$ cat src/rtl/pbs_pkg.sv
package pbs_pkg;

    typedef enum logic [1:0] {
        ST_OFF = 2'd0,
        ST_ON  = 2'd1,
        ST_P1  = 2'd2,
        ST_P2  = 2'd3
    } pbs_state_e;

    typedef struct packed {
        logic fall;
        logic abort;
        logic now;
        logic up_req;
        logic expire;
    } pbs_evt_t;

    function automatic logic pbs_powered(pbs_state_e s);
        return s != ST_OFF;
    endfunction

    function automatic int pbs_cnt_w(int n);
        return (n > 1) ? $clog2(n) : 1;
    endfunction

endpackage

$ cat src/rtl/pbs_sync_edge.sv
module pbs_sync_edge #(
    parameter int SYNC_STAGES = 2
) (
    input  logic clk,
    input  logic rst,
    input  logic raw_n,
    output logic fall
);
    logic [SYNC_STAGES-1:0] chain;
    logic                   prev;

    generate
        for (genvar i = 0; i < SYNC_STAGES; i++) begin : g_stage
            if (i == 0) begin : g_first
                always_ff @(posedge clk) begin
                    if (rst) chain[0] <= 1'b1;
                    else     chain[0] <= raw_n;
                end
            end else begin : g_rest
                always_ff @(posedge clk) begin
                    if (rst) chain[i] <= 1'b1;
                    else     chain[i] <= chain[i-1];
                end
            end
        end
    endgenerate

    always_ff @(posedge clk) begin
        if (rst) prev <= 1'b1;
        else     prev <= chain[SYNC_STAGES-1];
    end

    assign fall = prev & ~chain[SYNC_STAGES-1];
endmodule

$ cat src/rtl/pbs_prescaler.sv
module pbs_prescaler #(
    parameter int PRESC_DIV = 1000
) (
    input  logic clk,
    input  logic rst,
    input  logic restart,
    output logic tick
);
    localparam int CW = pbs_pkg::pbs_cnt_w(PRESC_DIV);

    generate
        if (PRESC_DIV <= 1) begin : g_direct
            assign tick = 1'b1;
        end else begin : g_count
            logic [CW-1:0] cnt;
            assign tick = (cnt == CW'(PRESC_DIV - 1));
            always_ff @(posedge clk) begin
                if (rst || restart) cnt <= '0;
                else if (tick)      cnt <= '0;
                else                cnt <= cnt + 1'b1;
            end
        end
    endgenerate
endmodule

$ cat src/rtl/pbs_delay_timer.sv
module pbs_delay_timer #(
    parameter int DLY_W = 8
) (
    input  logic             clk,
    input  logic             rst,
    input  logic             load,
    input  logic [DLY_W-1:0] load_val,
    input  logic             cancel,
    input  logic             tick,
    output logic             expire
);
    logic [DLY_W-1:0] remain;
    logic             armed;

    assign expire = armed & tick & (remain == '0);

    always_ff @(posedge clk) begin
        if (rst) begin
            remain <= '0;
            armed  <= 1'b0;
        end else if (load) begin
            remain <= load_val;
            armed  <= 1'b1;
        end else if (cancel) begin
            armed  <= 1'b0;
        end else if (armed && tick) begin
            if (remain == '0) armed  <= 1'b0;
            else              remain <= remain - 1'b1;
        end
    end
endmodule

$ cat src/rtl/pwr_btn_seq.sv
module pwr_btn_seq #(
    parameter int PRESC_DIV   = 1000,
    parameter int DLY_W       = 8,
    parameter int SYNC_STAGES = 2
) (
    input  logic             clk,
    input  logic             rst,
    input  logic             btn_n_i,
    input  logic             host_abort_i,
    input  logic             host_now_i,
    input  logic             pwr_up_req_i,
    input  logic [DLY_W-1:0] dly1_i,
    input  logic [DLY_W-1:0] dly2_i,
    output logic             shdn_flag_o,
    output logic             pwr_en_o,
    output logic [1:0]       state_o
);
    import pbs_pkg::*;

    pbs_state_e       state_q, state_d;
    pbs_evt_t         evt;
    logic             btn_fall, tick, tmr_expire;
    logic             tmr_load, tmr_cancel;
    logic [DLY_W-1:0] tmr_val;

    pbs_sync_edge #(.SYNC_STAGES(SYNC_STAGES)) u_sync (
        .clk   (clk),
        .rst   (rst),
        .raw_n (btn_n_i),
        .fall  (btn_fall)
    );

    pbs_prescaler #(.PRESC_DIV(PRESC_DIV)) u_presc (
        .clk     (clk),
        .rst     (rst),
        .restart (tmr_load),
        .tick    (tick)
    );

    pbs_delay_timer #(.DLY_W(DLY_W)) u_tmr (
        .clk      (clk),
        .rst      (rst),
        .load     (tmr_load),
        .load_val (tmr_val),
        .cancel   (tmr_cancel),
        .tick     (tick),
        .expire   (tmr_expire)
    );

    always_comb begin
        evt.fall   = btn_fall;
        evt.abort  = host_abort_i;
        evt.now    = host_now_i;
        evt.up_req = pwr_up_req_i;
        evt.expire = tmr_expire;
    end

    always_comb begin
        state_d  = state_q;
        tmr_load = 1'b0;
        tmr_val  = dly1_i;
        unique case (state_q)
            ST_OFF: if (evt.fall || evt.up_req) state_d = ST_ON;
            ST_ON: begin
                if (evt.fall) begin
                    state_d  = ST_P1;
                    tmr_load = 1'b1;
                    tmr_val  = dly1_i;
                end
            end
            ST_P1: begin
                if (evt.expire) begin
                    state_d  = ST_P2;
                    tmr_load = 1'b1;
                    tmr_val  = dly2_i;
                end
            end
            ST_P2: begin
                if (evt.now)         state_d = ST_OFF;
                else if (evt.abort)  state_d = ST_ON;
                else if (evt.expire) state_d = ST_OFF;
            end
            default: state_d = ST_OFF;
        endcase
        tmr_cancel = (state_d == ST_ON) || (state_d == ST_OFF);
    end

    always_ff @(posedge clk) begin
        if (rst) state_q <= ST_OFF;
        else     state_q <= state_d;
    end

    assign state_o     = state_q;
    assign pwr_en_o    = pbs_powered(state_q);
    assign shdn_flag_o = (state_q == ST_P2);
endmodule

$ cat config.mk
export PLATFORM = sky130hd
export DESIGN_NAME = pwr_btn_seq
export DESIGN_NICKNAME = d
export VERILOG_FILES = /design/src/rtl/pbs_pkg.sv /design/src/rtl/pbs_sync_edge.sv /design/src/rtl/pbs_prescaler.sv /design/src/rtl/pbs_delay_timer.sv /design/src/rtl/pwr_btn_seq.sv
export SDC_FILE = /design/constraint.sdc
export NUM_CORES = 1
export LEC_CHECK = 0
export ABC_AREA = 0
export BUFFER_PORTS_ARGS = -buffer_cell sky130_fd_sc_hd__buf_2
export CELL_PAD_IN_SITES_DETAIL_PLACEMENT = 1
export CELL_PAD_IN_SITES_GLOBAL_PLACEMENT = 1
export CORE_MARGIN = 3
export CORE_UTILIZATION = 37
export DETAILED_ROUTE_END_ITERATION = 10
export GPL_ROUTABILITY_DRIVEN = 0
export GPL_TIMING_DRIVEN = 0
export PLACE_DENSITY_LB_ADDON = 0.1
export RECOVER_POWER = 25
export SLEW_MARGIN = 20
export SYNTH_ARGS = -nofsm -noshare
export SYNTH_HDL_FRONTEND = slang
export SYNTH_HIERARCHICAL = 1
export SYNTH_SLANG_ARGS = --single-unit
$ cat constraint.sdc
create_clock -name clk -period 3.1 [get_ports clk]
set_clock_uncertainty 0.05 [all_clocks]
set_input_delay 0.155 -clock clk [delete_from_list [all_inputs] [get_ports clk]]
set_output_delay 0.155 -clock clk [all_outputs]
set_load 0.03 [all_outputs]
==> results.json, run 1 <==
{
  "setup_violations": 0,
  "dp_hpwl_um": 2680,
  "p_per_area_mw_per_mm2": 541,
  "synthTopCellsByArea": "dfxtp_1, ha_1, mux2_2, nor2_1, xnor2_1",
  "synth_nets": 194,
  "start_util_pct": 38.7,
  "vias": 1305,
  "hold_class": "in -> reg",
  "ys_types": 41,
  "comb_power_share_pct": 34.0,
  "grt-ovfl-total": 0,
  "rows": 22,
  "drcViolationCount": 0,
  "leakage_nw": 0.697,
  "tritoncts": "done",
  "grt_max_degree": 15,
  "outcome": "finished clean",
  "fmax_ghz": 0.338,
  "multi_input_area_sq_um": 970,
  "p_clk_share_pct": 28.3,
  "layout-drive-gt1-share_pct": 31.0,
  "p_seq_share_pct": 37.7,
  "whs_path_depth": 2,
  "p_total_mw": 0.982,
  "grt_use_total_pct": 17.8,
  "core_sq_mm": 0.00372,
  "grt_pass1_wl_um": 6230,
  "dp_cells": 237,
  "power.internal_mw": 0.645,
  "finalCoreUtilization_pct": 48.8,
  "antenna_found_initial": 0,
  "avgSynthCellArea_sq_um": 8.77,
  "numPortBuffers": 25,
  "synth_ff_type": "dfxtp_1",
  "cts-htree-levels": 1,
  "r2r-end": "u_tmr/remain[1]",
  "seq_area_sq_um": 487,
  "finalHoldViolations": 0,
  "synth_commonest_cells": "dfxtp_1, nor2_1, inv_1",
  "ios": 26,
  "max_slew.worst_pin.slew_ps": 505,
  "nNetsFinal": 231,
  "clk_latency_ps": 270,
  "post-route-min-period_ps": 2960,
  "yosysSeqAreaShare_pct": 33.4,
  "clockBufferDepth": 2,
  "diodes": 0,
  "routed_wl_um": 3670,
  "synthCells": 164,
  "r2r_slack_ps": 140,
  "cp_max_fo": 4,
  "die_w_um": 68.3,
  "yosysTopAreaCell": "dfxtp_1",
  "r2r_start": "u_presc/g_count.cnt[0]",
  "vias_per_cell": 5.26,
  "dr.first_iter.drc_count": 54,
  "swShare_pct": 34.4,
  "die_h_um": 68.3,
  "setup_ws_ps": 142,
  "worstHoldStart": "btn_n_i",
  "maxSlewHeadroom_pct": 66.1,
  "crit_required_ps": 3210,
  "wl_per_cell_um": 14.8,
  "synth-warning-count": 6,
  "numCtsBuffers": 3,
  "grt_pass1_vias": 1347,
  "synth_area_sq_mm": 0.00144,
  "syn2layout_area_growth_pct": 26.2,
  "place_ws_ps": -324,
  "antenna_left": 0,
  "min_period_over_period_pct": 95.4,
  "stdcell_count": 248,
  "hold_end": "u_sync/chain[0]",
  "synth_edf_count": 0,
  "drv_cap": 0,
  "num-fill-cells": 464,
  "clock-root-buffer": "clkbuf_8",
  "post-synth-top-area-fraction_pct": 33.4,
  "clkSinkCount": 24,
  "ctsHoldBuffers": 0,
  "ys_async_sr_fraction_pct": 0,
  "drt-pass1-iter-count": 3,
  "ir_drop_mv": 0.229,
  "r2r.worst_path.cells": 14,
  "clkTransAtPathRegs_ps": 90,
  "crit_type": "reg -> reg",
  "switchingPower_mw": 0.337,
  "arrival_ps": 3070,
  "end_kind": "register",
  "yosysMostFrequentCell": "dfxtp_1",
  "crit_path_start_kind": "register",
  "ys_ff_latch": 24,
  "dieArea_sq_mm": 0.00467,
  "maxSlewViolCount": 0
}
==> cell families after synthesis <==
logic type,synth area share (%)
AOI/OAI and AO/OA,15.2
muxes,6.27
buffers and inverters,3.66
and+or+nand+nor,29.0
adders and majority gates,6.96
DFF,33.4
xor gates and xnor gates,5.48
==> cell usage in the layout (no fill, tap or decap), types with 5 or more instances in the layout <==
cell type and count:
dfxtp_1 21, nand3_1 6, nor2_1 19, a211oi_1 5, inv_1 10, clkbuf_1 7, nand2_1 7, ha_1 7
buf_2 21, xnor2_1 8, or3_1 6, mux2_2 8, buf_4 7
==> critical path, cell delays in order (launching register included) <==
cell,delay (ps)
dfxtp_4,370
ha_4,170
and4bb_2,260
nand2_2,90
nor2_2,60
nand3_2,100
nor2_4,60
nor4b_4,300
o2bb2ai_2,110
a22o_1,220
nand3b_1,190
a21o_1,210
buf_4,160
nor4b_1,130
or3_1,360
==> metal layers <==
| layer | routed length [um] | GRT usage [%] | up-vias |
|---|---|---|---|
| li1 | - | - | 665 |
| met1 | 1530 | 19.8 | 624 |
| met2 | 2010 | 33.7 | 14 |
| met3 | 90 | 3.45 | 2 |
| met4 | 30 | 5.21 | 0 |
| met5 | 0 | 0 | - |
==> power by group through the flow <==
stage	registers, mW	clock network [mW]	logic (mW)
floorplan	0.390	0	0.221
global placement	0.372	0	0.308
detailed placement	0.374	0	0.324
CTS	0.367	0.288	0.332
global route	0.377	0.306	0.376
finish	0.370	0.278	0.334
==> registers in the layout, indices dropped and copies added (netlist names) <==
name,count
u_presc/g_count.cnt,10
state_o,2
u_tmr/remain,8
u_tmr/armed,1
u_sync/chain,2
u_sync/prev,1
==> cell type report <==
class	count	area share (%)
multi-input cells	126	53.4
flip-flops and latches	24	26.8
repair buffers	32	9.52
well taps	48	3.31
clock buffers	3	2.28
inverters	10	2.07
clock inverters	1	1.66
plain buffers	4	0.897
==> what timing repair did <==
item	CTS	global route
pin swaps	2	6
resized for setup	7	11
buffers inserted	2	5
setup endpoints to repair	8	13
==> per-stage QoR <==
stage               area (sq um)  setup TNS [ps]  hold slack, ps
floorplan                   1440               0             171
global placement            1620            -963             282
detailed placement          1620           -1850             295
CTS                         1740               0            12.1
global route                1810           -43.3            20.2
finish                      1810               0            14.1
==> worst max path at each step <==
| stage | cells past startpoint | slack [ps] | end | start |
|---|---|---|---|---|
| after detailed placement | 13 | -320 | u_tmr/remain[5] | u_presc/g_count.cnt[0] |
| after global routing | 14 | -30 | u_tmr/remain[1] | u_presc/g_count.cnt[0] |
| after floorplan | 13 | 90 | u_tmr/remain[5] | u_presc/g_count.cnt[0] |
| after CTS | 13 | 3 | u_tmr/remain[5] | u_presc/g_count.cnt[0] |
| after global placement | 13 | -290 | u_tmr/remain[5] | u_presc/g_count.cnt[0] |
| final | 14 | 140 | u_tmr/remain[1] | u_presc/g_count.cnt[0] |
No activity file was read; power rests on OpenSTA's default activity.
==> inputs of run 2 (changes only) <==
Settings changed: CORE_UTILIZATION 37 to 41, GPL_TIMING_DRIVEN 0 to unset, SLEW_MARGIN 20 to unset.
Clock period 3.1 ns to 3 ns, I/O delays scaled along.
==> results.json, run 2 (synthesis gave the netlist of run 1 again) <==
{
  "numCtsBuffers": 3,
  "largest_register_ffs": 10,
  "rows": 20,
  "crit_type": "reg -> reg",
  "cts-htree-levels": 1,
  "nNetsFinal": 232,
  "vias": 1353,
  "grt_max_degree": 18,
  "wl_per_cell_um": 14.8,
  "clk_latency_ps": 310,
  "fmax_ghz": 0.341,
  "ios": 26,
  "maxSlewViolCount": 0,
  "clock-root-buffer": "clkbuf_4",
  "cp_max_fo": 3,
  "clkTransAtPathRegs_ps": 130,
  "rsz0062_at_grt": "yes",
  "numPortBuffers": 25,
  "clockBufferDepth": 2,
  "diodes": 0,
  "crit_required_ps": 3190,
  "post-route-min-period_ps": 2940,
  "core_sq_mm": 0.00320,
  "drcViolationCount": 0,
  "hold_class": "in -> reg",
  "drv_cap": 0,
  "arrival_ps": 3120,
  "leakage_nw": 0.701,
  "tritoncts": "done",
  "fin_area_sq_mm": 0.00181,
  "mostFrequentLayoutCells": "buf_2, dfxtp_1, nor2_1",
  "vias_per_cell": 5.52,
  "seq_area_sq_um": 483,
  "dp_hpwl_um": 2700,
  "stdcell_count": 245,
  "multi_input_area_sq_um": 967,
  "r2r_start": "u_tmr/remain[0]",
  "p_total_mw": 0.967,
  "die_w_um": 65.2,
  "grt_pass1_vias": 1368,
  "finalHoldViolations": 0,
  "largest_register": "u_presc/g_count.cnt",
  "antenna_found_initial": 0,
  "setup_violations": 0,
  "dr.first_iter.drc_count": 41,
  "outcome": "finished clean",
  "syn2layout_area_growth_pct": 25.8,
  "maxSlewHeadroom_pct": 73.3,
  "placed_area_sq_mm": 0.00167,
  "max_slew.worst_pin.slew_ps": 401,
  "worstHoldStart": "pwr_up_req_i",
  "routed_wl_um": 3630,
  "drt-pass1-iter-count": 4,
  "layout-drive-gt1-share_pct": 33.8,
  "reg_top3": "u_presc/g_count.cnt: 10 flops, u_tmr/remain: 8 flops",
  "grt_pass1_wl_um": 6000,
  "die_h_um": 65.2,
  "start_util_pct": 44.9,
  "dieArea_sq_mm": 0.00425,
  "crit_path_start_kind": "register",
  "min_period_over_period_pct": 97.9,
  "ir_drop_mv": 0.231,
  "grt-ovfl-total": 0,
  "num-fill-cells": 397,
  "dp_cells": 238,
  "clkSinkCount": 24,
  "worstSetupStartpoint": "u_tmr/remain[0]",
  "antenna_left": 0,
  "grt_use_total_pct": 17.9,
  "p_per_area_mw_per_mm2": 534,
  "end_kind": "register"
}
==> run 2: cell count changes in the layout (fill, tap and decap cells not counted), sizes merged <==
cell	delta
dlygate4sd3	+1
buf	+5
clkbuf	-5
==> run 2: critical path: stages, from the launching register on <==
cell and delay [ps]:
dfxtp_1 370, inv_1 90, ha_1 240, nor4b_2 190
nand3_2 120, nor2_4 50, nor4b_2 280, o2bb2ai_2 110
a22o_1 230, nand3b_1 190, a21o_1 190, or4_4 480
a311oi_2 270
==> run 2: metrics by stage <==
| stage | TNS [ps] | hold slack (ps) | util (%) | worst slack (ps) |
|---|---|---|---|---|
| floorplan | 0 | 166 | - | 5.50 |
| global placement | 0 | 282 | 52.1 | 95.3 |
| detailed placement | -45.3 | 293 | 52.1 | -45.3 |
| CTS | 0 | 109 | 54.4 | 11.1 |
| global route | -63.9 | 120 | 56.5 | -63.9 |
| finish | 0 | 128 | 56.5 | 64.5 |
==> run 2: final timing paths <==
check                    end  slack [ps]  cells after the start
max          u_tmr/remain[5]          60                     12
min               state_o[1]         130                      4
max reg2reg  u_tmr/remain[5]          60                     12
min reg2reg  u_sync/chain[1]         380                      1
==> run 2: metal layers <==
layer	wire length, um	vias up	global-route usage [%]
li1	-	662	-
met1	1620	653	21.2
met2	1810	28	31.4
met3	116	10	2.56
met4	93	0	8.55
met5	0	-	0
==> run 2: timing repair <==
action                                 CTS  global route
pin swaps                                2             5
setup buffers                            0             2
cloned                                   0             0
setup endpoints to repair                1            13
hold buffers                             1             0
gates resized for setup                  2            14
endpoints found under the hold margin    1             0
==> run 2: area by class of cell <==
cell class	instances	area share [%]
multi-input combinational	126	53.5
sequential	24	26.7
timing repair buffer	37	11.8
tap	44	3.04
inverter	10	2.07
clock inverter	1	1.66
clock buffer	3	1.24
==> run 2: where the power goes <==
part	switching, mW	internal [mW]	leakage (nW)
Combinational	0.205	0.147	0.477
Clock	0.0985	0.135	0.0279
Sequential	0.0359	0.346	0.196
